<file path="src/rtl/csp_pkg.sv">
package csp_pkg;

  typedef enum logic [1:0] {
    MODE_CTRL  = 2'd0,
    MODE_DATA  = 2'd1,
    MODE_MIXED = 2'd2
  } csp_mode_e;

  // bit 0 enables sample traffic, bit 1 adds the frame-type flag on top of it
  function automatic csp_mode_e mode_decode(input logic [1:0] bits);
    if (!bits[0])     return MODE_CTRL;
    else if (bits[1]) return MODE_MIXED;
    else              return MODE_DATA;
  endfunction

endpackage

</file>
<file path="src/rtl/csp_bit_counter.sv">
module csp_bit_counter #(
  parameter int LAST = 15
) (
  input  logic clk,
  input  logic rst_n,
  input  logic start,
  input  logic abort,
  output logic active,
  output logic wrap
);
  localparam int CW = $clog2(LAST + 1);

  logic [CW-1:0] cnt;

  assign wrap = active && (cnt == CW'(LAST));

  always_ff @(posedge clk or negedge rst_n) begin
    if (!rst_n) begin
      active <= 1'b0;
      cnt    <= '0;
    end else if (abort) begin
      active <= 1'b0;
      cnt    <= '0;
    end else if (start) begin
      active <= 1'b1;
      cnt    <= '0;
    end else if (active) begin
      if (wrap) begin
        active <= 1'b0;
        cnt    <= '0;
      end else begin
        cnt <= cnt + 1'b1;
      end
    end
  end
endmodule

</file>
<file path="src/rtl/csp_reg_bank.sv">
module csp_reg_bank #(
  parameter int NUM_REGS = 8,
  parameter int REG_W    = 8,
  parameter int ADDR_W   = 3
) (
  input  logic              clk,
  input  logic              rst_n,
  input  logic              s_we,
  input  logic [ADDR_W-1:0] s_addr,
  input  logic [REG_W-1:0]  s_wdata,
  input  logic              p_we,
  input  logic [ADDR_W-1:0] p_addr,
  input  logic [REG_W-1:0]  p_wdata,
  input  logic [ADDR_W-1:0] ra_addr,
  output logic [REG_W-1:0]  ra_data,
  input  logic [ADDR_W-1:0] rb_addr,
  output logic [REG_W-1:0]  rb_data,
  output logic [1:0]        mode_bits
);
  logic [REG_W-1:0] regs [NUM_REGS];

  for (genvar g = 0; g < NUM_REGS; g++) begin : g_reg
    always_ff @(posedge clk or negedge rst_n) begin
      if (!rst_n)
        regs[g] <= '0;
      else if (s_we && s_addr == ADDR_W'(g))
        regs[g] <= s_wdata;          // serial side wins a same-edge collision
      else if (p_we && p_addr == ADDR_W'(g))
        regs[g] <= p_wdata;
    end
  end

  assign ra_data   = regs[ra_addr];
  assign rb_data   = regs[rb_addr];
  assign mode_bits = regs[0][1:0];
endmodule

</file>
<file path="src/rtl/csp_frame_codec.sv">
module csp_frame_codec
  import csp_pkg::*;
#(
  parameter int FRAME_W = 16,
  parameter int REG_W   = 8,
  parameter int ADDR_W  = 3
) (
  input  csp_mode_e          mode,
  input  logic [FRAME_W-1:0] rx_word,
  input  logic               rx_done,
  input  logic [FRAME_W-1:0] adc_data,
  input  logic               rd_pend,
  input  logic [ADDR_W-1:0]  rd_addr,
  input  logic [REG_W-1:0]   rd_data,
  output logic               ctl_we,
  output logic               ctl_rd,
  output logic [ADDR_W-1:0]  ctl_addr,
  output logic [REG_W-1:0]   ctl_wdata,
  output logic               dac_upd,
  output logic [FRAME_W-1:0] dac_word,
  output logic [FRAME_W-1:0] tx_word
);
  localparam int FLAG = FRAME_W - 1;
  localparam int RW   = FRAME_W - 2;

  logic ctl_hit;
  logic [FRAME_W-1:0] resp;

  always_comb begin
    ctl_hit  = 1'b0;
    dac_upd  = 1'b0;
    dac_word = rx_word;
    unique case (mode)
      MODE_CTRL: ctl_hit = rx_word[FLAG];
      MODE_DATA: dac_upd = rx_done;
      MODE_MIXED: begin
        ctl_hit  = rx_word[FLAG];
        dac_upd  = rx_done && !rx_word[FLAG];
        dac_word = {rx_word[FRAME_W-2:0], 1'b0};
      end
      default: ctl_hit = 1'b0;
    endcase
  end

  assign ctl_we    = rx_done && ctl_hit && !rx_word[RW];
  assign ctl_rd    = rx_done && ctl_hit &&  rx_word[RW];
  assign ctl_addr  = rx_word[REG_W +: ADDR_W];
  assign ctl_wdata = rx_word[REG_W-1:0];

  always_comb begin
    resp                    = '0;
    resp[FLAG]              = 1'b1;
    resp[RW]                = 1'b1;
    resp[REG_W +: ADDR_W]   = rd_addr;
    resp[REG_W-1:0]         = rd_data;
  end

  always_comb begin
    if (rd_pend) tx_word = resp;
    else begin
      unique case (mode)
        MODE_DATA:  tx_word = adc_data;
        MODE_MIXED: tx_word = {1'b0, adc_data[FRAME_W-1:1]};
        default:    tx_word = '0;
      endcase
    end
  end
endmodule

</file>
<file path="src/rtl/codec_serial_port.sv">
module codec_serial_port
  import csp_pkg::*;
#(
  parameter  int FRAME_W  = 16,
  parameter  int NUM_REGS = 8,
  parameter  int REG_W    = 8,
  localparam int ADDR_W   = $clog2(NUM_REGS)
) (
  input  logic               clk,
  input  logic               rst_n,
  input  logic               fs_in,
  input  logic               sd_in,
  output logic               fs_out,
  output logic               sd_out,
  input  logic               adc_valid,
  output logic               adc_ready,
  input  logic [FRAME_W-1:0] adc_data,
  output logic               dac_valid,
  input  logic               dac_ready,
  output logic [FRAME_W-1:0] dac_data,
  input  logic               cfg_wr,
  input  logic [ADDR_W-1:0]  cfg_addr,
  input  logic [REG_W-1:0]   cfg_wdata,
  output logic [REG_W-1:0]   cfg_rdata
);
  logic               load;
  logic               rx_active, rx_wrap, rx_done;
  logic               tx_active, tx_wrap;
  logic               shift_en;
  logic [FRAME_W-1:0] sreg, rx_word, tx_word;
  logic [1:0]         mode_bits;
  csp_mode_e          mode_sel;
  logic               rd_pend_q;
  logic [ADDR_W-1:0]  rd_addr_q;
  logic [REG_W-1:0]   rd_data;
  logic               ctl_we, ctl_rd, dac_upd;
  logic [ADDR_W-1:0]  ctl_addr;
  logic [REG_W-1:0]   ctl_wdata;
  logic [FRAME_W-1:0] dac_word;
  logic               ready_q, fs_q;

  assign load      = adc_valid && ready_q;
  assign adc_ready = ready_q;
  assign mode_sel  = mode_decode(mode_bits);

  // receive framing: starts on fs_in, ends at bit 0; a sample load kills it
  csp_bit_counter #(.LAST(FRAME_W - 2)) u_rx_cnt (
    .clk(clk), .rst_n(rst_n),
    .start(fs_in && !load), .abort(load),
    .active(rx_active), .wrap(rx_wrap)
  );

  // transmit framing: one full word after every sample load
  csp_bit_counter #(.LAST(FRAME_W - 1)) u_tx_cnt (
    .clk(clk), .rst_n(rst_n),
    .start(load), .abort(1'b0),
    .active(tx_active), .wrap(tx_wrap)
  );

  assign rx_done  = rx_wrap && !load;
  assign shift_en = fs_in || rx_active || tx_active;
  assign rx_word  = {sreg[FRAME_W-2:0], sd_in};

  always_ff @(posedge clk or negedge rst_n) begin
    if (!rst_n)        sreg <= '0;
    else if (load)     sreg <= tx_word;
    else if (shift_en) sreg <= rx_word;
  end

  assign sd_out = sreg[FRAME_W-1];
  assign fs_out = fs_q;

  always_ff @(posedge clk or negedge rst_n) begin
    if (!rst_n) begin
      fs_q    <= 1'b0;
      ready_q <= 1'b0;
    end else begin
      fs_q    <= load;
      ready_q <= 1'b1;
    end
  end

  csp_reg_bank #(.NUM_REGS(NUM_REGS), .REG_W(REG_W), .ADDR_W(ADDR_W)) u_regs (
    .clk(clk), .rst_n(rst_n),
    .s_we(ctl_we), .s_addr(ctl_addr), .s_wdata(ctl_wdata),
    .p_we(cfg_wr), .p_addr(cfg_addr), .p_wdata(cfg_wdata),
    .ra_addr(cfg_addr), .ra_data(cfg_rdata),
    .rb_addr(rd_addr_q), .rb_data(rd_data),
    .mode_bits(mode_bits)
  );

  csp_frame_codec #(.FRAME_W(FRAME_W), .REG_W(REG_W), .ADDR_W(ADDR_W)) u_codec (
    .mode(mode_sel), .rx_word(rx_word), .rx_done(rx_done),
    .adc_data(adc_data), .rd_pend(rd_pend_q), .rd_addr(rd_addr_q), .rd_data(rd_data),
    .ctl_we(ctl_we), .ctl_rd(ctl_rd), .ctl_addr(ctl_addr), .ctl_wdata(ctl_wdata),
    .dac_upd(dac_upd), .dac_word(dac_word), .tx_word(tx_word)
  );

  always_ff @(posedge clk or negedge rst_n) begin
    if (!rst_n) begin
      rd_pend_q <= 1'b0;
      rd_addr_q <= '0;
    end else if (load) begin
      rd_pend_q <= 1'b0;
    end else if (ctl_rd) begin
      rd_pend_q <= 1'b1;
      rd_addr_q <= ctl_addr;
    end
  end

  always_ff @(posedge clk or negedge rst_n) begin
    if (!rst_n) begin
      dac_valid <= 1'b0;
      dac_data  <= '0;
    end else if (dac_upd) begin
      dac_valid <= 1'b1;
      dac_data  <= dac_word;
    end else if (dac_ready) begin
      dac_valid <= 1'b0;
    end
  end
endmodule

</file>
<file path="config.mk">
export PLATFORM = sky130hd
export DESIGN_NAME = codec_serial_port
export DESIGN_NICKNAME = d
export VERILOG_FILES = /design/src/rtl/csp_pkg.sv /design/src/rtl/csp_bit_counter.sv /design/src/rtl/csp_reg_bank.sv /design/src/rtl/csp_frame_codec.sv /design/src/rtl/codec_serial_port.sv
export SDC_FILE = /design/constraint.sdc
export NUM_CORES = 1
export LEC_CHECK = 0
export ABC_AREA = 1
export CAP_MARGIN = 20
export CORE_MARGIN = 4
export CORE_UTILIZATION = 55
export CTS_CLUSTER_SIZE = 20
export DETAILED_ROUTE_END_ITERATION = 7
export DONT_BUFFER_PORTS = 1
export GPL_TIMING_DRIVEN = 1
export PLACE_DENSITY = 0.7
export SLEW_MARGIN = 20
export SYNTH_ARGS = -nofsm -noshare
export SYNTH_HDL_FRONTEND = slang
export SYNTH_SLANG_ARGS = --single-unit
</file>
<file path="constraint.sdc">
create_clock -name clk -period 2.9 [get_ports clk]
set_input_delay 0.145 -clock clk [delete_from_list [all_inputs] [get_ports clk]]
set_output_delay 0.145 -clock clk [all_outputs]
set_load 0.05 [all_outputs]
</file>
# Word level (Yosys, flattened, before mapping)
# Index checks and enable logic that the tools add are counted.
# totals
register_bits,113
latchBits,0
ramBits,0
rom_bits,0
input_bits,34
out_inout_bits,28
word_cells,141
memories,0
# classes
n_addsub,2
mul,0
n_div,0
n_lt_le_gt_ge,2
eq_ne,18
n_shift,0
muxes,49
bitwise_logic,3
n_reduce_logical,48
# op_table
operator,count
$mux 8,20
$mux 16,4
$bmux 8 s3,2
$pmux 16 s2,1
$mux 4,7
$logic_and 1x1->1,25
$eq 3x3->1 const B,8
$reduce_bool 2->1,12
$eq 3x2->1 const B,4
$mux 1,12
$add 4x1->4 const B,2
$eq 4x4->1 const B,2
$ge 4x4->1 const B,2
$not 3->4,2
$eq 3x1->1 const B,2
$logic_not 3->1,2
$mux 2,2
$logic_not 1->1,3
$reduce_bool 3->1,1
$eq 2x1->1 const B,1
$eq 2x2->1 const B,1
$logic_not 2->1,1
$logic_or 1x1->1,2
$pmux 1 s2,1
other kinds (3),3

# Longest topological paths before layout
# logic_depth
depth_word,9
ltp_mapped,10
ltp_nobuf,9

# Modules after synthesis
# Synthesis repeated with hierarchy kept, for this count alone.
# hier_totals
cells_unflattened,1265
area_unflattened_um2,7878.8
# by_module_without_submodules
mod,n_inst,cells_per_inst,area_each_um2,seq_area_each_um2
csp_reg_bank,1,814,4742.0,1601.5
codec_serial_port,1,226,1846.8,975.9
csp_frame_codec,1,158,728.2,0.0
csp_bit_counter at u_rx_cnt,1,34,294.0,125.1
csp_bit_counter at u_tx_cnt,1,33,267.8,125.1

# Least setup slack after synthesis
# No wires, ideal clock.
# synth_path
path_type,reg2reg
start,"reg ready_q, in the netlist adc_ready"
end,reg u_regs.regs[15] (netlist name)
setup_ps,128
arrival_ps,1576
required_time_ps,2772
setup_slack_ps,1196
path_stages_with_launch,8
path_buffers,1
synth_period_minus_slack_ps,1704
cell_sequence,dfrtp_1 -> nand2_2 -> nand2_1 -> nor2_4 -> clkbuf_8 -> nand4_1 -> nand3_1 -> nand3_1
# synth_via
elab_chain_cells,7
word_cells_on_any_way,8
classes_between,1 x mux; 7 x reduce/logical
# synth_rtl
item,line,source
"start, declared",codec_serial_port.sv:40,"logic ready_q, fs_q;"
"start signal, assigned",codec_serial_port.sv:76,ready_q <= 1'b0;
"start signal, assigned",codec_serial_port.sv:79,ready_q <= 1'b1;
$logic_and 1x1->1 *,codec_serial_port.sv:42,assign load = adc_valid && ready_q;
$logic_not 1->1 *,codec_serial_port.sv:60,assign rx_done = rx_wrap && !load;
$logic_and 1x1->1 *,codec_serial_port.sv:60,
$logic_and 1x1->1 * (2 in a row),csp_frame_codec.sv:45,assign ctl_we = rx_done && ctl_hit && !rx_word[RW];
$logic_and 1x1->1 *,csp_reg_bank.sv:26,else if (s_we && s_addr == ADDR_W'(g))
$mux 8 / $reduce_bool 2->1 (equally long branches),n/a,
"end signal, assigned by index",csp_reg_bank.sv:27,regs[g] <= s_wdata;
"end signal, assigned by index",csp_reg_bank.sv:29,regs[g] <= p_wdata;
"end, declared",csp_reg_bank.sv:20,logic [REG_W-1:0] regs [NUM_REGS];
# Every way passes the cells marked *; elsewhere a longest branch is shown, timed or not.
# A chain may end at the register's enable or synchronous reset.

# Worst setup path after layout
# layout_path
start,"reg ready_q, in the netlist adc_ready"
end,reg u_regs.regs[16] (netlist name)
# Same word-level chain as after synthesis.

==> reports/metrics.cfg <==
[outcome]
run_status=complete, no violations

[routing]
initialDrtViolationCount=945
detail_route.wirelength_mm=24.8
detail_route.first_pass.iterations=5
ant_nets=0
vias=7606
route.detailed.drc=0
routed_wire_length_per_instance_um=19.7
route.detailed.vias_per_inst=6.02

[yosys]
synth.area.top_cells=sky130_fd_sc_hd__dfrtp_1 38%, sky130_fd_sc_hd__nand2_1 17%, sky130_fd_sc_hd__nand3_1 15%, sky130_fd_sc_hd__inv_1 5.0%, sky130_fd_sc_hd__o21bai_1 4.8%
synth-main-ff-cell=sky130_fd_sc_hd__dfrtp_1
synth_top_cell_area_share_pct=37.8
synth_simple_gate_area_share_pct=38.4
muxShareOfSynthArea_pct=0
synthAdderAreaFrac_pct=0.502
synth_enable_flop_cells=0
synth_compound_gate_area_share_pct=13.3
synth-xor-area-share_pct=0.234
post_synth_inst_count=1091
synth.lib_cells_used.distinct=36
asyncSetResetFlopFracSynth_pct=100
yosys_register_bits=113
avgSynthCellArea_um2=6.85
synth_top_family_by_area=simple AND/OR/NAND/NOR gates
netlist_area_mm2=0.00747
yosysTopAreaCell=sky130_fd_sc_hd__dfrtp_1
net_count_of_the_mapped_netlist=1128
seq_area_frac_synth_pct=37.8
yosysWarningCount=0

[global_routing]
grt_util_all_layers_pct=31.9
pin_count_of_the_biggest_net_entering_global_routing=114
grt_pass1_wl_mm=38.8
globalRouteMet3Util_pct=7.98
number_of_global_route_vias_before_repair=6825
antenna_found_initial=2
gr-max-usage-layer=met2
groute.layer.met1.usage_pct=43.3
gr-usage-met2_pct=47.0
grt_remaining_overflow=0

[timing]
max_fclk_mhz=393
final.setup.tns_ps=0
hold_viol=0
finalClockSkew_ps=7.44
final_worst_path_cycle_share_pct=87.7
post_route_worst_setup_slack_ps=358
grt_setup_unrepaired=false
drv_slew=0
setup_violations=0
slew_headroom_pct=48.1
worstMarginPinSlew_ps=778
final_period_minus_worst_setup_slack_ps=2540

[floorplanning]
ios=62
die_width_um=125
initial_utilization_pct=56.2
rows=42
height_of_the_die_um=125
dieArea_mm2=0.0155
placeableCoreArea_mm2=0.0133

[setup_path]
end_kind=flip-flop
timing.critical_path.fanout_max=17
critical_path.endpoint=u_regs.regs[16]
cp.required_ps=3260
critical_path_start_end_classification=flip-flop to flip-flop
reg2reg_setup_slack_ps=360
critical_path.reg2reg.startpoint=adc_ready
r2r.worst_path.cells=9
cp_data_arrival_time_ps=2900
crit_path_start=adc_ready
critPathLaunchType=flip-flop
regToRegEndpoint=u_regs.regs[16]

[clocking]
tritoncts_num_sinks=113
postCtsSetupBuffers=0
clock-root-buffer=sky130_fd_sc_hd__clkbuf_16
clockBufferDepth=2
worstSkewPairLatency_ps=430
cts-buffers-inserted=17
post_cts_sizing=0
ctsHtreeMaxLevel=4
cts_hold_buf=16
cts_tree=done
clk_pin_slew_worst_paths_ps=60

[power]
max-vdd-ir-drop_mv=0.413
pwr_density_cell_mw_per_mm2=652
cellLeakagePower_nw=3.78

[finish]
finish.net_count=1110
final_core_utilization_pct=61.7
area.growth.synth_to_final_pct=9.85
layout.cells.most_common=sky130_fd_sc_hd__nand2_1
fillerInstances=1237
layout.cells.most_common_list=330 x sky130_fd_sc_hd__nand2_1, 224 x sky130_fd_sc_hd__nand3_1, 113 x sky130_fd_sc_hd__dfrtp_1, 99 x sky130_fd_sc_hd__inv_1, 60 x sky130_fd_sc_hd__o21ai_0
multi_input_comb_area_mm2=0.00392
share_of_layout_cells_above_drive_strength_1_pct=7.18
regArea_mm2=0.00283

[placement]
post-place-ws_ps=638
portBuffers=0
gp_congestion=0.933
place_hpwl_mm=16.2

[worst_hold_path]
hold_class=input port to flip-flop
hold-path-cell-count=4

[job]
drv_cap=0

==> layout make-up <==
type,instances,area share [%]
repair buffers,27,3.17
flip-flops and latches,113,34.5
clock inverters,11,1.37
multi-input cells,807,47.8
clock buffers,21,5.61
diodes,1,0.0305
inverters,107,4.89
well taps,176,2.68
==> worst max-delay path, cell delays in order, from the launching register on <==
cell,delay (ps)
sky130_fd_sc_hd__dfrtp_1,560
sky130_fd_sc_hd__nand2_2,200
sky130_fd_sc_hd__nand2_1,100
sky130_fd_sc_hd__nor2_4,110
sky130_fd_sc_hd__buf_4,230
sky130_fd_sc_hd__nand4_4,270
sky130_fd_sc_hd__inv_2,240
sky130_fd_sc_hd__nand2_1,70
sky130_fd_sc_hd__nand3_1,110
sky130_fd_sc_hd__dlygate4sd3_1,560
==> report_power, final <==
| part | internal, mW | total, mW | switching (mW) |
|---|---|---|---|
| sequential | 1.82 | 2.14 | 0.323 |
| clock | 1.30 | 2.06 | 0.764 |
| combinational | 0.364 | 1.15 | 0.786 |
==> worst min-delay path by stage <==
stage | startpoint | to
5_1_grt | adc_data[14] | sreg[13]
3_3_place_gp | rst_n | dac_valid
3_5_place_dp | rst_n | dac_valid
4_1_cts | adc_data[12] | sreg[12]
2_1_floorplan | rst_n | adc_ready
6_report | adc_data[12] | sreg[12]
==> sequential cells by signal, indices dropped and copies added (netlist names), 2 cells and up <==
name              flops
u_regs.regs          62
dac_data             16
sreg                 16
u_rx_cnt.cnt          4
u_tx_cnt.cnt          4
rd_addr_q             3
u_regs.mode_bits      2
==> routing by layer <==
layer | wire length, um | up-vias | share of wire (%)
li1 | - | 3553 | -
met1 | 9910 | 3558 | 40
met2 | 11300 | 391 | 45
met3 | 2360 | 102 | 9.5
met4 | 1270 | 2 | 5.1
met5 | 13 | - | 0.052
==> metrics by stage <==
stage | instances | power, mW | hold WS (ps) | instance area [um^2]
2_1_floorplan | 1091 | 2.88 | -151 | 7470
3_3_place_gp | 1214 | 3.19 | -148 | 7450
5_1_grt | 1263 | 5.60 | 51.5 | 8210
3_5_place_dp | 1214 | 3.20 | -147 | 7450
6_report | 1263 | 5.35 | 16.9 | 8210
4_1_cts | 1262 | 5.34 | 4.71 | 8200
==> synthesized netlist by cell type, types with 11 or more instances <==
cell type,instances
sky130_fd_sc_hd__nand3_1,224
sky130_fd_sc_hd__o21ai_0,60
sky130_fd_sc_hd__dfrtp_1,113
sky130_fd_sc_hd__clkbuf_1,19
sky130_fd_sc_hd__buf_1,11
sky130_fd_sc_hd__o2111ai_1,15
sky130_fd_sc_hd__o21bai_1,48
sky130_fd_sc_hd__buf_2,24
sky130_fd_sc_hd__nand2_1,330
sky130_fd_sc_hd__a21oi_1,15
sky130_fd_sc_hd__inv_1,99
sky130_fd_sc_hd__nor2_1,52
==> kinds of logic after synthesis <==
| kind of cell | after synthesis |
|---|---|
| other | 1 |
| buffers and inverters | 171 |
| and+or+nand+nor | 644 |
| AOI/OAI and AO/OA | 157 |
| DFF | 113 |
| adders and majority gates | 3 |
| xor gates and xnor gates | 2 |
Note: power is estimated with default switching activity, not from simulation.
